`config.mk`:
```
export PLATFORM = sky130hd
export DESIGN_NAME = led_pong
export DESIGN_NICKNAME = d
export VERILOG_FILES = /design/src/rtl/led_pong_pkg.sv /design/src/rtl/led_pong_step.sv /design/src/rtl/led_pong_map.sv /design/src/rtl/led_pong.sv
export SDC_FILE = /design/constraint.sdc
export NUM_CORES = 1
export LEC_CHECK = 0
export BUFFER_PORTS_ARGS = -buffer_cell sky130_fd_sc_hd__clkbuf_2
export CAP_MARGIN = 10
export CORE_ASPECT_RATIO = 1.5
export CORE_MARGIN = 2
export CORE_UTILIZATION = 45
export CTS_CLUSTER_DIAMETER = 200
export DETAILED_ROUTE_END_ITERATION = 10
export SLEW_MARGIN = 20
export SYNTH_ARGS = -nofsm -noshare
export SYNTH_HDL_FRONTEND = slang
export SYNTH_HIERARCHICAL = 1
export SYNTH_SLANG_ARGS = --single-unit
```
`constraint.sdc`:
```
create_clock -name clk -period 3.1 [get_ports clk]
set_clock_uncertainty 0.15 [all_clocks]
set_input_delay 0.465 -clock clk [delete_from_list [all_inputs] [get_ports clk]]
set_output_delay 0.465 -clock clk [all_outputs]
set_load 0.02 [all_outputs]
```
`src/rtl/led_pong_pkg.sv`:
```
package led_pong_pkg;

  typedef enum logic [3:0] {
    PH_SERVE_L = 4'd0,
    PH_RUN_DN  = 4'd1,
    PH_GAP_R   = 4'd2,
    PH_SERVE_R = 4'd3,
    PH_RUN_UP  = 4'd4,
    PH_GAP_L   = 4'd5,
    PH_HOLD_R  = 4'd6,
    PH_PT_L    = 4'd7,
    PH_HOLD_L  = 4'd8,
    PH_PT_R    = 4'd9
  } phase_t;

endpackage

```
`src/rtl/led_pong_step.sv`:
```
module led_pong_step
  import led_pong_pkg::*;
#(
  parameter int N  = 8,
  parameter int PW = $clog2(N)
) (
  input  phase_t          ph,
  input  logic [PW-1:0]   pos,
  input  logic            hit_left,
  input  logic            hit_right,
  output phase_t          ph_nx,
  output logic [PW-1:0]   pos_nx
);

  localparam logic [PW-1:0] POS_TOP  = PW'(N - 1);
  localparam logic [PW-1:0] POS_TOP1 = PW'(N - 2);
  localparam logic [PW-1:0] POS_BOT1 = PW'(1);

  always_comb begin
    ph_nx  = ph;
    pos_nx = pos;
    unique case (ph)
      PH_SERVE_L: if (hit_left) begin
        ph_nx  = PH_RUN_DN;
        pos_nx = POS_TOP1;
      end
      PH_RUN_DN: begin
        if (pos == '0) begin
          ph_nx = hit_right ? PH_HOLD_R : PH_GAP_R;
        end else begin
          pos_nx = pos - 1'b1;
        end
      end
      PH_GAP_R: begin
        if (hit_right) begin
          ph_nx  = PH_RUN_UP;
          pos_nx = POS_BOT1;
        end else begin
          ph_nx = PH_SERVE_R;
        end
      end
      PH_SERVE_R: if (hit_right) begin
        ph_nx  = PH_RUN_UP;
        pos_nx = POS_BOT1;
      end
      PH_RUN_UP: begin
        if (pos == POS_TOP) begin
          ph_nx = hit_left ? PH_HOLD_L : PH_GAP_L;
        end else begin
          pos_nx = pos + 1'b1;
        end
      end
      PH_GAP_L: begin
        if (hit_left) begin
          ph_nx  = PH_RUN_DN;
          pos_nx = POS_TOP1;
        end else begin
          ph_nx = PH_SERVE_L;
        end
      end
      PH_HOLD_R: ph_nx = PH_PT_L;
      PH_PT_L:   ph_nx = PH_SERVE_R;
      PH_HOLD_L: ph_nx = PH_PT_R;
      PH_PT_R:   ph_nx = PH_SERVE_L;
      default:   ph_nx = PH_SERVE_L;
    endcase
  end

endmodule

```
`src/rtl/led_pong_map.sv`:
```
module led_pong_map
  import led_pong_pkg::*;
#(
  parameter int N  = 8,
  parameter int PW = $clog2(N)
) (
  input  phase_t        ph,
  input  logic [PW-1:0] pos,
  output logic [N-1:0]  pattern
);

  logic moving;
  logic show_top;
  logic show_bot;

  assign moving   = (ph == PH_RUN_DN) || (ph == PH_RUN_UP);
  assign show_top = (ph == PH_SERVE_L) || (ph == PH_HOLD_L);
  assign show_bot = (ph == PH_SERVE_R) || (ph == PH_HOLD_R);

  for (genvar i = 0; i < N; i++) begin : g_bit
    if (i == N - 1) begin : g_top
      assign pattern[i] = show_top || (moving && pos == PW'(i));
    end else if (i == 0) begin : g_bot
      assign pattern[i] = show_bot || (moving && pos == PW'(i));
    end else begin : g_mid
      assign pattern[i] = moving && pos == PW'(i);
    end
  end

endmodule

```
`src/rtl/led_pong.sv`:
```
module led_pong
  import led_pong_pkg::*;
#(
  parameter int N = 8
) (
  input  logic         clk,
  input  logic         rst,
  input  logic         hit_left,
  input  logic         hit_right,
  output logic [N-1:0] leds
);

  localparam int PW = $clog2(N);
  localparam logic [N-1:0] TOP_LED = {1'b1, {(N-1){1'b0}}};
  localparam logic [N-1:0] BOT_LED = {{(N-1){1'b0}}, 1'b1};

  phase_t        ph_q, ph_d;
  logic [PW-1:0] pos_q, pos_d;
  logic [N-1:0]  leds_q, leds_d;

  led_pong_step #(.N(N), .PW(PW)) u_step (
    .ph        (ph_q),
    .pos       (pos_q),
    .hit_left  (hit_left),
    .hit_right (hit_right),
    .ph_nx     (ph_d),
    .pos_nx    (pos_d)
  );

  led_pong_map #(.N(N), .PW(PW)) u_map (
    .ph      (ph_d),
    .pos     (pos_d),
    .pattern (leds_d)
  );

  always_ff @(posedge clk or posedge rst) begin
    if (rst) begin
      ph_q   <= PH_SERVE_L;
      pos_q  <= '0;
      leds_q <= TOP_LED;
    end else begin
      ph_q   <= ph_d;
      pos_q  <= pos_d;
      leds_q <= leds_d;
    end
  end

  assign leds = leds_q;

  // one ball at most
  p_single_ball_r2: assert property (@(posedge clk) disable iff (rst)
    $onehot0(leds_q));

  // serve waits for the left press
  p_serve_wait_r3: assert property (@(posedge clk) disable iff (rst)
    (ph_q == PH_SERVE_L && !hit_left) |=> (leds_q == TOP_LED && ph_q == PH_SERVE_L));

  // the right window is dark
  p_gap_dark_r4: assert property (@(posedge clk) disable iff (rst)
    (ph_q == PH_GAP_R) |-> (leds_q == '0));

  // early right hit holds bit 0, then goes dark
  p_early_hold_r6: assert property (@(posedge clk) disable iff (rst)
    (ph_q == PH_RUN_DN && pos_q == '0 && hit_right) |=> (leds_q == BOT_LED && ph_q == PH_HOLD_R));

  // after the point the right player serves
  p_point_serve_r6: assert property (@(posedge clk) disable iff (rst)
    (ph_q == PH_PT_L) |=> (ph_q == PH_SERVE_R && leds_q == BOT_LED));

  // mid-flight presses do not disturb the walk
  p_flight_ignore_r8: assert property (@(posedge clk) disable iff (rst)
    (ph_q == PH_RUN_DN && pos_q != '0) |=> (ph_q == PH_RUN_DN && pos_q == $past(pos_q) - 1'b1));

  // the left window is dark
  p_gap_dark_r7: assert property (@(posedge clk) disable iff (rst)
    (ph_q == PH_GAP_L) |-> (leds_q == '0));

endmodule

```
* Yosys cells after proc, flatten, opt, wreduce, memory -nomap -nowiden
Index checks and enable logic that the tools add are counted.
** Word-level totals
- Bits of input ports :: 4
- Bits in registers :: 15
- Word-level logic and storage cells :: 59
** Operators by class
- Mux-type cells :: 14
- Reductions and logical operators :: 19
- Add/sub/neg operators :: 2
- Equality and inequality tests :: 21
** Operators with widths (number)
- $pmux 4 s9 :: 1
- $eq 4x3->1 const B :: 6
- $mux 4 :: 5
- $mux 3 :: 6
- $eq 3x3->1 const B :: 5
- $eq 4x2->1 const B :: 3
- $pmux 3 s4 :: 1
- $eq 4x1->1 const B :: 2
- $eq 4x4->1 const B :: 2
- $logic_and 1x1->1 :: 8
- $logic_not 4->1 :: 2
- $eq 3x2->1 const B :: 2
- $logic_not 3->1 :: 2
- $logic_or 1x1->1 :: 5
- $reduce_or 2->1 :: 2
- $add 3x1->3 const B :: 1
- $eq 3x1->1 const B :: 1
- $sub 3x1->3 const B :: 1
- $mux 1 :: 1

* Depth between registers and ports, before layout
Gate-level depths: netlist of the first run.
- Word-level depth :: 7
- Depth in mapped cells :: 9

* Modules after synthesis
The synthesis of the first run kept the hierarchy.
** Modules (own cells, without submodules)
- led_pong_step :: seq. area each 0.0 um^2, instances 1, area an instance 425.4 um^2, cells each 65
- led_pong :: seq. area each 376.6 um^2, instances 1, area an instance 380.4 um^2, cells each 16
- led_pong_map :: seq. area each 0.0 um^2, instances 1, area an instance 102.6 um^2, cells each 17

* Least setup slack after synthesis of the first run
Ideal clock, no wire load.
- Path kind :: register to register
- Start :: register pos_q[0]
- End :: register leds_q[7], in the netlist leds[7]
- Path slack :: 0.882 ns
- Arrival time :: 1.972 ns
- Period minus slack after synthesis :: 2.218 ns
- Stages on the path, launching flop included :: 9
- Setup time :: 0.096 ns
- Cells stage by stage :: dfrtp_1 inv_1 ha_1 nor2b_1 nand3_1 o311ai_0 xor2_1 nand3_2 o32ai_1
** Between the ends
- Cells in the longest elaborated chain, start to end :: 7
- Elaborated cells on any way between the ends :: 21
- Those cells by class :: add/sub (2); eq/ne (5); mux (8); reduce/logical (6)
** RTL lines
- from (decl) :: line led_pong.sv:18 : logic [PW-1:0] pos_q, pos_d;
- from (signal assigned) :: line led_pong.sv:43 : pos_q <= pos_d;
- $eq 3x3->1 or $logic_not 3->1 (tied branches) :: line led_pong_step.sv:47, led_pong_step.sv:28
- $mux 4, on equally long branches :: line led_pong_step.sv:47, led_pong_step.sv:28
- $pmux 4 s9 * :: line led_pong_step.sv:22 : unique case (ph)
- net ph_d[2] :: line led_pong.sv:17 : phase_t ph_q, ph_d;
- $eq 4x1->1 or $eq 4x3->1 (tied branches) :: line led_pong_map.sv:16 : assign moving = (ph == PH_RUN_DN) || (ph == PH_RUN_UP);
- $logic_or 1x1->1 :: line led_pong_map.sv:16
- $logic_and 1x1->1 :: line led_pong_map.sv:22 : assign pattern[i] = show_top || (moving && pos == PW'(i));
- $logic_or 1x1->1 * :: line led_pong_map.sv:22
- net leds_d[7] :: line led_pong.sv:19 : logic [N-1:0] leds_q, leds_d;
- to (signal assigned) :: line led_pong.sv:44 : leds_q <= leds_d;
- to (decl) :: line led_pong.sv:19
The timed path passes the listed nets; every way through them passes the cells marked *.

* Worst setup path in the final report of the first run
Ends and elaborated chain as after synthesis.

==> key figures, run 1 <==
Status
  • Status: complete, no violations

STA
  • Endpoints failing setup: 0
  • Final Hold Viols: 0
  • Slew margin rel.: 49.51%
  • Worst-Margin Slew: 0.7478 ns
  • Fin. max-slew vios: 0
  • Setup TNS Final: 0 ns
  • Tcrit/Tclk final: just over 90%
  • RSZ-0062 raised after global routing: no
  • Period minus WS final: 2.806 ns
  • Highest clock rate: ~360 MHz

Setup path
  • Crit path kind: flip-flop to flip-flop
  • Arr. time, crit path: 2.82 ns
  • Buf/Inv on CP: 1
  • Max incr delay on CP: 0.66 ns
  • CP max FO: 4
  • R2R Setup Slk: 0.29 ns
  • Required time of the critical path: about 3.1 ns
  • CP Capture Type: flip-flop
  • Critical path's slowest cell: o311ai_0
  • Family with the most delay on the worst path: compound AO/OA/AOI/OAI gates
  • CP Cell Sequence: inv_1 > ha_1 > nor2b_1 > nand3_1 > o311ai_0 > xor2_1 > nand3_2 > o32ai_1
  • Crit start category: flip-flop

Detailed routing
  • Routed Wire Length: 2174 um
  • DR iter-0 viols: 42
  • Via density: between 6 and 7
  • # DRC: 0
  • Post-DR wirelength/cell: between 15 and 20 um
  • DRT Pass-1 Iters: 4
  • Via count: 800
  • DRT antenna net count: 0

Synthesis
  • Cells after Synth: 98
  • Net Count, Synth: roughly 110
  • Yosys Warn Count: 6
  • Ys flop type: dfrtp_1
  • FFs w/ async S/R, synth: 100.0%
  • Cell Area, Synth: 908.4 um^2
  • Post-Synth Adder-Cell Area: just over 4%
  • Synth cell types: 42
  • Largest family of logic cells by synthesized area: simple AND/OR/NAND/NOR gates
  • XOR/XNOR share of the synthesized area: around 1.9%
  • Seq cells post-synth: 15
  • Proportion of synthesized area in mux cells: under 10%
  • Post-synthesis simple-gate area fraction: between 20% and 30%
  • Compound-gate portion of the synthesized area: 20.66%
  • Sequential-to-total area share from yosys stat: around 41%
  • Post-synth EDFFs: 0
  • Avg Inst Size Synth: slightly above 9 um^2

Clocking
  • Htree depth: 1
  • CTS tree: built
  • Clock sinks: 15
  • Clk Latency, worst-skew pair: between 0.2 and 0.3 ns
  • Clk root buf: clkbuf_4
  • Post-CTS Hold Buffers: 0
  • Cts bufs inserted: 3
  • Clock Pin Slew Worst Setup and Hold Paths: around 0.08 ns
  • Cts repair resizes: 0
  • Max clock buf depth: 2
  • Setup Buffers After CTS: 0

Placed design
  • DP Area: roughly 970 um^2
  • IO Port Bufs: 11
  • Global placement routability congestion: 0.8351
  • Dpl hpwl: 1604 um

Global route
  • Total GRT Usage: 21.03%
  • Remaining global-route overflow: 0
  • Global-route wire length before repair: approximately 3400 um
  • Vias in the first global route: ~770
  • Global routing usage on met2: between 30% and 40%
  • Met1 Usage GRT: 24.63%
  • Global routing's busiest layer: met2
  • Met3 Usage GRT: 2.256%
  • Initial antenna violation count: 0
  • Largest net degree at the start of global routing: 16

Layout
  • Multi-input gate area: 483.0 um^2
  • Nets: between 100 and 150
  • Synth-to-layout area growth: 9.366%
  • Fin area: approximately 990 um^2
  • Fraction of layout cells with a size suffix above 1: 20.37%
  • ANT cells: 0
  • Sequential Area: around 380 um^2
  • Fillers: between 150 and 200

Die
  • Height of the chip: 59.03 um
  • DIE WIDTH: between 40 and 50 um
  • Row Count: 19
  • Die ar.: between 2000 and 2500 um^2
  • Core ar.: around 1900 um^2
  • Initial Util: about half
  • Io pins: 12

Hold path
  • Hold Crit Class: primary input to asynchronous set/reset pin

Flow run
  • Max-cap violations: 0
-- metal layers --
metal | share of wire, % | wire, um
met5 | 0 | 0
met4 | 4.1 | 89
met1 | 40 | 871
met3 | 5.1 | 110
met2 | 51 | 1104
-- synth_stat cells, types with 2 or more instances --
cell type / instances / area (um^2)
nor2_1: 11 / 41.29
nor3_1: 4 / 20.02
a211oi_1: 2 / 15.01
clkbuf_1: 2 / 7.510
buf_2: 3 / 15.01
nand2b_1: 4 / 25.02
inv_1: 7 / 26.28
ha_1: 3 / 37.54
a31oi_1: 2 / 12.51
a21oi_1: 4 / 20.02
nand2_1: 4 / 15.01
o21ai_0: 3 / 15.01
dfrtp_1: 14 / 350.3
nor2b_1: 5 / 31.28
nand3_1: 3 / 15.01
-- sequential cells by signal (all words and copies together), names as in the netlist --
signal	cells
ph_q	4
leds	8
pos_q	3
-- cell usage in the layout, fill, tap and decap left out, types with 2 or more instances in the layout --
| cell type | instances |
|---|---|
| clkbuf_2 | 11 |
| nand3_1 | 3 |
| dfrtp_1 | 14 |
| nor2b_1 | 5 |
| o21ai_0 | 3 |
| inv_1 | 7 |
| nand2b_1 | 4 |
| nor3_1 | 4 |
| nand2_1 | 4 |
| nor2_1 | 11 |
| ha_1 | 3 |
| a211oi_1 | 2 |
| a31oi_1 | 2 |
| a21oi_1 | 4 |
| clkbuf_4 | 3 |
-- cell families (layout without fill, tap and decap cells) --
group	after synthesis	count (layout)
multiplexers	1	1
AND/OR/NAND/NOR	40	40
XOR/XNOR	2	2
flip-flops	15	15
adder cells (fa/ha/maj)	3	3
buffers and inverters	12	22
AO/OA/AOI/OAI	25	25
-- per-stage QoR --
stage               cells  hold WS [ns]  worst slack (ns)  utilization (%)
finish                129       0.04720            0.2939            52.90
CTS                   129       0.06341            0.3263            52.90
floorplan              98        0.2158            0.8824                -
detailed placement    125        0.3807            0.3649            51.50
global route          129        0.1053            0.1347            52.90
global placement      125        0.3583            0.3815            51.50
-- final cells by class --
cell class | count | share of cell area (%)
sequential | 15 | 37.91
clock buffer | 4 | 2.645
tap | 21 | 2.645
timing repair buffer | 11 | 5.542
inverter | 7 | 2.645
multi-input combinational | 71 | 48.61
-- path summary, 6_finish.rpt --
kind,from,to,cells after the start
max in group asynchronous,rst,leds[7]$_DFF_PP1_,2
worst max register to register,pos_q[0]$_DFF_PP0_,leds[7]$_DFF_PP1_,8
worst min register to register,pos_q[2]$_DFF_PP0_,pos_q[2]$_DFF_PP0_,2
min in group clk,hit_right,ph_q[1]$_DFF_PP0_,4
worst max-delay path,pos_q[0]$_DFF_PP0_,leds[7]$_DFF_PP1_,8
worst min-delay path,rst,pos_q[1]$_DFF_PP0_,2
Power of run 1 is not shown: default switching activity piles up to over one toggle a cycle in this logic, so the estimate is an artifact.
==> run 2, diff against run 1 <==
--- a/config.mk
+++ b/config.mk
@@ -10,8 +10,10 @@
 export CORE_ASPECT_RATIO = 1.5
 export CORE_MARGIN = 2
 export CORE_UTILIZATION = 45
+export CTS_BUF_LIST = sky130_fd_sc_hd__clkbuf_8
 export CTS_CLUSTER_DIAMETER = 200
 export DETAILED_ROUTE_END_ITERATION = 10
+export PLACE_DENSITY_LB_ADDON = 0.3
 export SLEW_MARGIN = 20
 export SYNTH_ARGS = -nofsm -noshare
 export SYNTH_HDL_FRONTEND = slang
==> key figures, run 2 (same netlist as run 1, synthesis figures left out) <==
Global route
  • Total GRT Usage: around a fifth
  • Initial antenna violation count: 0
  • Remaining global-route overflow: 0
  • Vias in the first global route: 760
  • Global-route wire length before repair: about 3300 um
  • Largest net degree at the start of global routing: 16

Die
  • DIE WIDTH: ~41 um
  • Height of the chip: slightly below 60 um
  • Core ar.: 1878 um^2
  • Initial Util: approximately half
  • Io pins: 12
  • Row Count: 19
  • Die ar.: 2401 um^2

STA
  • Worst-Margin Slew: 0.7812 ns
  • Fin. max-slew vios: 0
  • RSZ-0062 raised after global routing: no
  • Period minus WS final: around 2.8 ns
  • Endpoints failing setup: 0
  • Final Hold Viols: 0
  • Tcrit/Tclk final: about nine tenths
  • Highest clock rate: roughly 360 MHz
  • Setup TNS Final: 0 ns
  • Slew margin rel.: a little under half

Placed design
  • Dpl hpwl: approximately 1500 um
  • IO Port Bufs: 11
  • Global placement routability congestion: about 0.83

Layout
  • Fillers: ~170
  • Max reg flops: 8
  • Fraction of layout cells with a size suffix above 1: between 20% and 30%
  • Commonest non-fill, non-tap cell in the layout: dfrtp_1
  • Nets: ~120
  • ANT cells: 0
  • Synth-to-layout area growth: 11.43%
  • Commonest non-fill, non-tap cells in the layout: dfrtp_1, clkbuf_2, nor2_1

Setup path
  • CP Cell Sequence: inv_1 > ha_1 > nor2b_1 > nand3_1 > o311ai_0 > xor2_1 > nand3_2 > o32ai_1
  • Family with the most delay on the worst path: compound AO/OA/AOI/OAI gates
  • Required time of the critical path: just over 3 ns
  • Crit start category: flip-flop
  • Arr. time, crit path: 2.76 ns
  • Buf/Inv on CP: 1
  • CP Capture Type: flip-flop
  • Crit path kind: flip-flop to flip-flop
  • Max incr delay on CP: just under 0.7 ns
  • Critical path's slowest cell: o311ai_0
  • CP max FO: 4

Clocking
  • Max clock buf depth: 2
  • Setup Buffers After CTS: 0
  • Clock sinks: 15
  • Cts bufs inserted: 3
  • Clk Latency, worst-skew pair: around 0.24 ns
  • Post-CTS Hold Buffers: 0
  • Cts repair resizes: 0
  • CTS tree: built
  • Htree depth: 1
  • Clock Pin Slew Worst Setup and Hold Paths: around 0.06 ns
  • Clk root buf: clkbuf_8

Status
  • Status: complete, no violations

Detailed routing
  • DRT antenna net count: 0
  • DRT Pass-1 Iters: 4
  • DR iter-0 viols: 46
  • # DRC: 0
  • Post-DR wirelength/cell: ~15 um
  • Via density: between 6 and 7
  • Via count: 791
  • Routed Wire Length: around 2000 um

Flow run
  • Max-cap violations: 0

Hold path
  • Hold Crit Class: primary input to asynchronous set/reset pin
-- run 2: cell types whose count changed in the layout (fill, tap and decap cells not counted), sizes merged --
| cell | before | now |
|---|---|---|
| clkbuf | 15 | 14 |
| inv | 7 | 8 |
-- run 2: final cells by class --
type / count / area (um^2) / share of cell area, %
Clock buffer: 3 / 41.29 / 4.079
Clock inverter: 1 / 3.754 / 0.3708
Inverter: 7 / 26.28 / 2.596
Multi-Input combinational cell: 71 / 483.0 / 47.71
Sequential cell: 15 / 376.6 / 37.21
Tap cell: 21 / 26.28 / 2.596
Timing Repair Buffer: 11 / 55.05 / 5.439
-- run 2: per-layer routing --
metal  up-vias  GRT usage (%)  wire [um]  part of all wire, %
li1        374              -          -                    -
met1       374          25.19        757                   38
met2        39          33.56       1100                   55
met3         4          2.632        104                  5.2
met4         0          6.667         23                  1.2
met5         -              0          0                    0
-- run 2: path summary, 6_finish.rpt --
| check | startpoint | end | slack (ns) | cells after the start |
|---|---|---|---|---|
| worst min-delay path | rst | leds[6]$_DFF_PP0_ | 0.09 | 2 |
| worst max-delay path | pos_q[0]$_DFF_PP0_ | leds[7]$_DFF_PP1_ | 0.32 | 8 |
| max in group asynchronous | rst | leds[7]$_DFF_PP1_ | 2.35 | 2 |
| worst min register to register | ph_q[0]$_DFF_PP0_ | ph_q[3]$_DFF_PP0_ | 0.59 | 1 |
| worst max register to register | pos_q[0]$_DFF_PP0_ | leds[7]$_DFF_PP1_ | 0.32 | 8 |
| min in group clk | hit_right | ph_q[1]$_DFF_PP0_ | 0.57 | 4 |
-- run 2: worst reg2reg max path: cells and delay by family, from the launching register on --
family          cells  cell delay, ns
compound gates      2            0.84
xor+xnor            1            0.32
fa+ha+maj           1            0.19
buf+inv             1            0.11
flops               1            0.40
simple gates        3            0.66
-- run 2: through the flow --
step | hold WS [ns] | util (%) | worst slack (ns) | cell area [um^2] | cells
after floorplan | 0.2158 | - | 0.8824 | 908.4 | 98
after global placement | 0.3592 | 51.50 | 0.4758 | 967.2 | 125
after detailed placement | 0.3682 | 51.50 | 0.3627 | 967.2 | 125
after CTS | 0.1115 | 53.90 | 0.3329 | 1012 | 129
after global routing | 0.1588 | 53.90 | 0.05494 | 1012 | 129
final | 0.09148 | 53.90 | 0.3221 | 1012 | 129
Power of run 2 is left out for the same reason.
==> run 3, diff against run 2 <==
--- a/config.mk
+++ b/config.mk
@@ -10,8 +10,9 @@
 export CORE_ASPECT_RATIO = 1.5
 export CORE_MARGIN = 2
 export CORE_UTILIZATION = 45
-export CTS_BUF_LIST = sky130_fd_sc_hd__clkbuf_8
+export CTS_BUF_LIST = sky130_fd_sc_hd__clkbuf_4
 export CTS_CLUSTER_DIAMETER = 200
+export CTS_CLUSTER_SIZE = 8
 export DETAILED_ROUTE_END_ITERATION = 10
 export PLACE_DENSITY_LB_ADDON = 0.3
 export SLEW_MARGIN = 20
==> key figures, run 3 (same netlist as run 1, synthesis figures left out) <==
Clocking
  • CTS tree: built
  • Max clock buf depth: 2
  • Cts repair resizes: 0
  • Post-CTS Hold Buffers: 0
  • Clk Latency, worst-skew pair: 0.27 ns
  • Setup Buffers After CTS: 0
  • Clk root buf: clkbuf_4
  • Cts bufs inserted: 3
  • Htree depth: 1
  • Clock sinks: 15
  • Clock Pin Slew Worst Setup and Hold Paths: around 0.08 ns

Placed design
  • IO Port Bufs: 11
  • DP Area: between 900 and 1000 um^2
  • Dpl hpwl: 1497 um
  • Placement Setup Slack: between 0.3 and 0.4 ns
  • Global placement routability congestion: between 0.8 and 0.9

Die
  • Die ar.: between 2000 and 2500 um^2
  • DIE WIDTH: a little over 40 um
  • Io pins: 12
  • Core ar.: ~1900 um^2
  • Row Count: 19
  • Initial Util: 48.37%
  • Height of the chip: 59.03 um

Detailed routing
  • Via count: ~800
  • Post-DR wirelength/cell: approximately 15 um
  • Routed Wire Length: 1947 um
  • DRT antenna net count: 0
  • Via density: 6.124
  • DR iter-0 viols: 54
  • DRT Pass-1 Iters: 4
  • # DRC: 0

Layout
  • ANT cells: 0
  • Nets: around 120
  • Max reg flops: 8
  • Fin area: ~1000 um^2
  • Commonest non-fill, non-tap cells in the layout: dfrtp_1, clkbuf_2, nor2_1
  • Synth-to-layout area growth: 9.780%
  • Fraction of layout cells with a size suffix above 1: roughly a fifth
  • Fillers: around 170
  • Commonest non-fill, non-tap cell in the layout: dfrtp_1

Setup path
  • Crit start category: flip-flop
  • R2r endpoint: leds[7]$_DFF_PP1_
  • Max incr delay on CP: about 0.7 ns
  • CP max FO: 4
  • R2R Setup Slk: approximately 0.3 ns
  • Reg2reg start: pos_q[0]$_DFF_PP0_
  • Worst path depth: 8
  • Critical path endpoint: leds[7]$_DFF_PP1_
  • CP Capture Type: flip-flop
  • Critical path's slowest cell: o311ai_0
  • CP startpoint: pos_q[0]$_DFF_PP0_
  • Crit path kind: flip-flop to flip-flop
  • Required time of the critical path: approximately 3.1 ns
  • Family with the most delay on the worst path: compound AO/OA/AOI/OAI gates
  • Arr. time, crit path: about 2.8 ns
  • Reg2reg path depth: 8
  • Buf/Inv on CP: 1
  • CP Cell Sequence: inv_1 > ha_1 > nor2b_1 > nand3_1 > o311ai_0 > xor2_1 > nand3_2 > o32ai_1

STA
  • Slew margin rel.: 45.43%
  • RSZ-0062 raised after global routing: no
  • Period minus WS final: approximately 2.8 ns
  • Fin. max-slew vios: 0
  • Highest clock rate: 356.3 MHz
  • Setup ws final: 0.2931 ns
  • Tcrit/Tclk final: roughly 91%
  • Endpoints failing setup: 0
  • Final Hold Viols: 0
  • Worst-Margin Slew: around 0.81 ns
  • Setup TNS Final: 0 ns

Global route
  • Vias in the first global route: 749
  • Remaining global-route overflow: 0
  • Largest net degree at the start of global routing: 16
  • Global-route wire length before repair: around 3200 um
  • Initial antenna violation count: 0
  • Total GRT Usage: between 10% and 20%

Flow run
  • Max-cap violations: 0

Status
  • Status: complete, no violations

Hold path
  • Hold Crit Class: primary input to asynchronous set/reset pin
[run 3: cell types whose count changed in the layout (fill, tap and decap cells not counted)]
cell,change
clkbuf_4,+4
clkbuf_8,-3
inv_1,-1
[run 3: area by class of cell]
class                           instances  area (um^2)  share of cell area [%]
Inverter                                7        26.28                   2.635
Tap cell                               21        26.28                   2.635
Timing Repair Buffer                   11        55.05                   5.521
Clock buffer                            4        30.03                   3.011
Sequential cell                        15        376.6                   37.77
Multi-Input combinational cell         71        483.0                   48.43
[run 3: metal layers]
layer	up-vias	GRT usage, %	wire length [um]
li1	375	-	-
met1	377	25.06	756
met2	34	32.65	1070
met3	4	1.504	96
met4	0	6.667	23
met5	-	0	0
[run 3: worst register-to-register path, cell delays in order (launching register included)]
cell      delay (ns)
dfrtp_1         0.41
inv_1           0.11
ha_1            0.19
nor2b_1         0.33
nand3_1         0.16
o311ai_0        0.70
xor2_1          0.32
nand3_2         0.17
o32ai_1         0.17
[run 3: how the worst min path moves through the flow]
stage          start                end  slack [ns]
5_1_grt          rst  leds[1]$_DFF_PP0_        0.12
6_report         rst  leds[6]$_DFF_PP0_        0.06
4_1_cts          rst  leds[4]$_DFF_PP0_        0.07
3_5_place_dp     rst  leds[1]$_DFF_PP0_        0.37
3_3_place_gp     rst  leds[1]$_DFF_PP0_        0.36
2_1_floorplan    rst  leds[0]$_DFF_PP0_        0.22
[run 3: per-stage QoR]
stage                     hold WS, ns  std cells  utilization [%]
after floorplan                0.2158         98                -
after global placement         0.3592        125            51.50
after detailed placement       0.3682        125            51.50
after CTS                     0.07058        129            53.10
after global routing           0.1188        129            53.10
final                         0.05534        129            53.10
Power of run 3 is left out for the same reason.
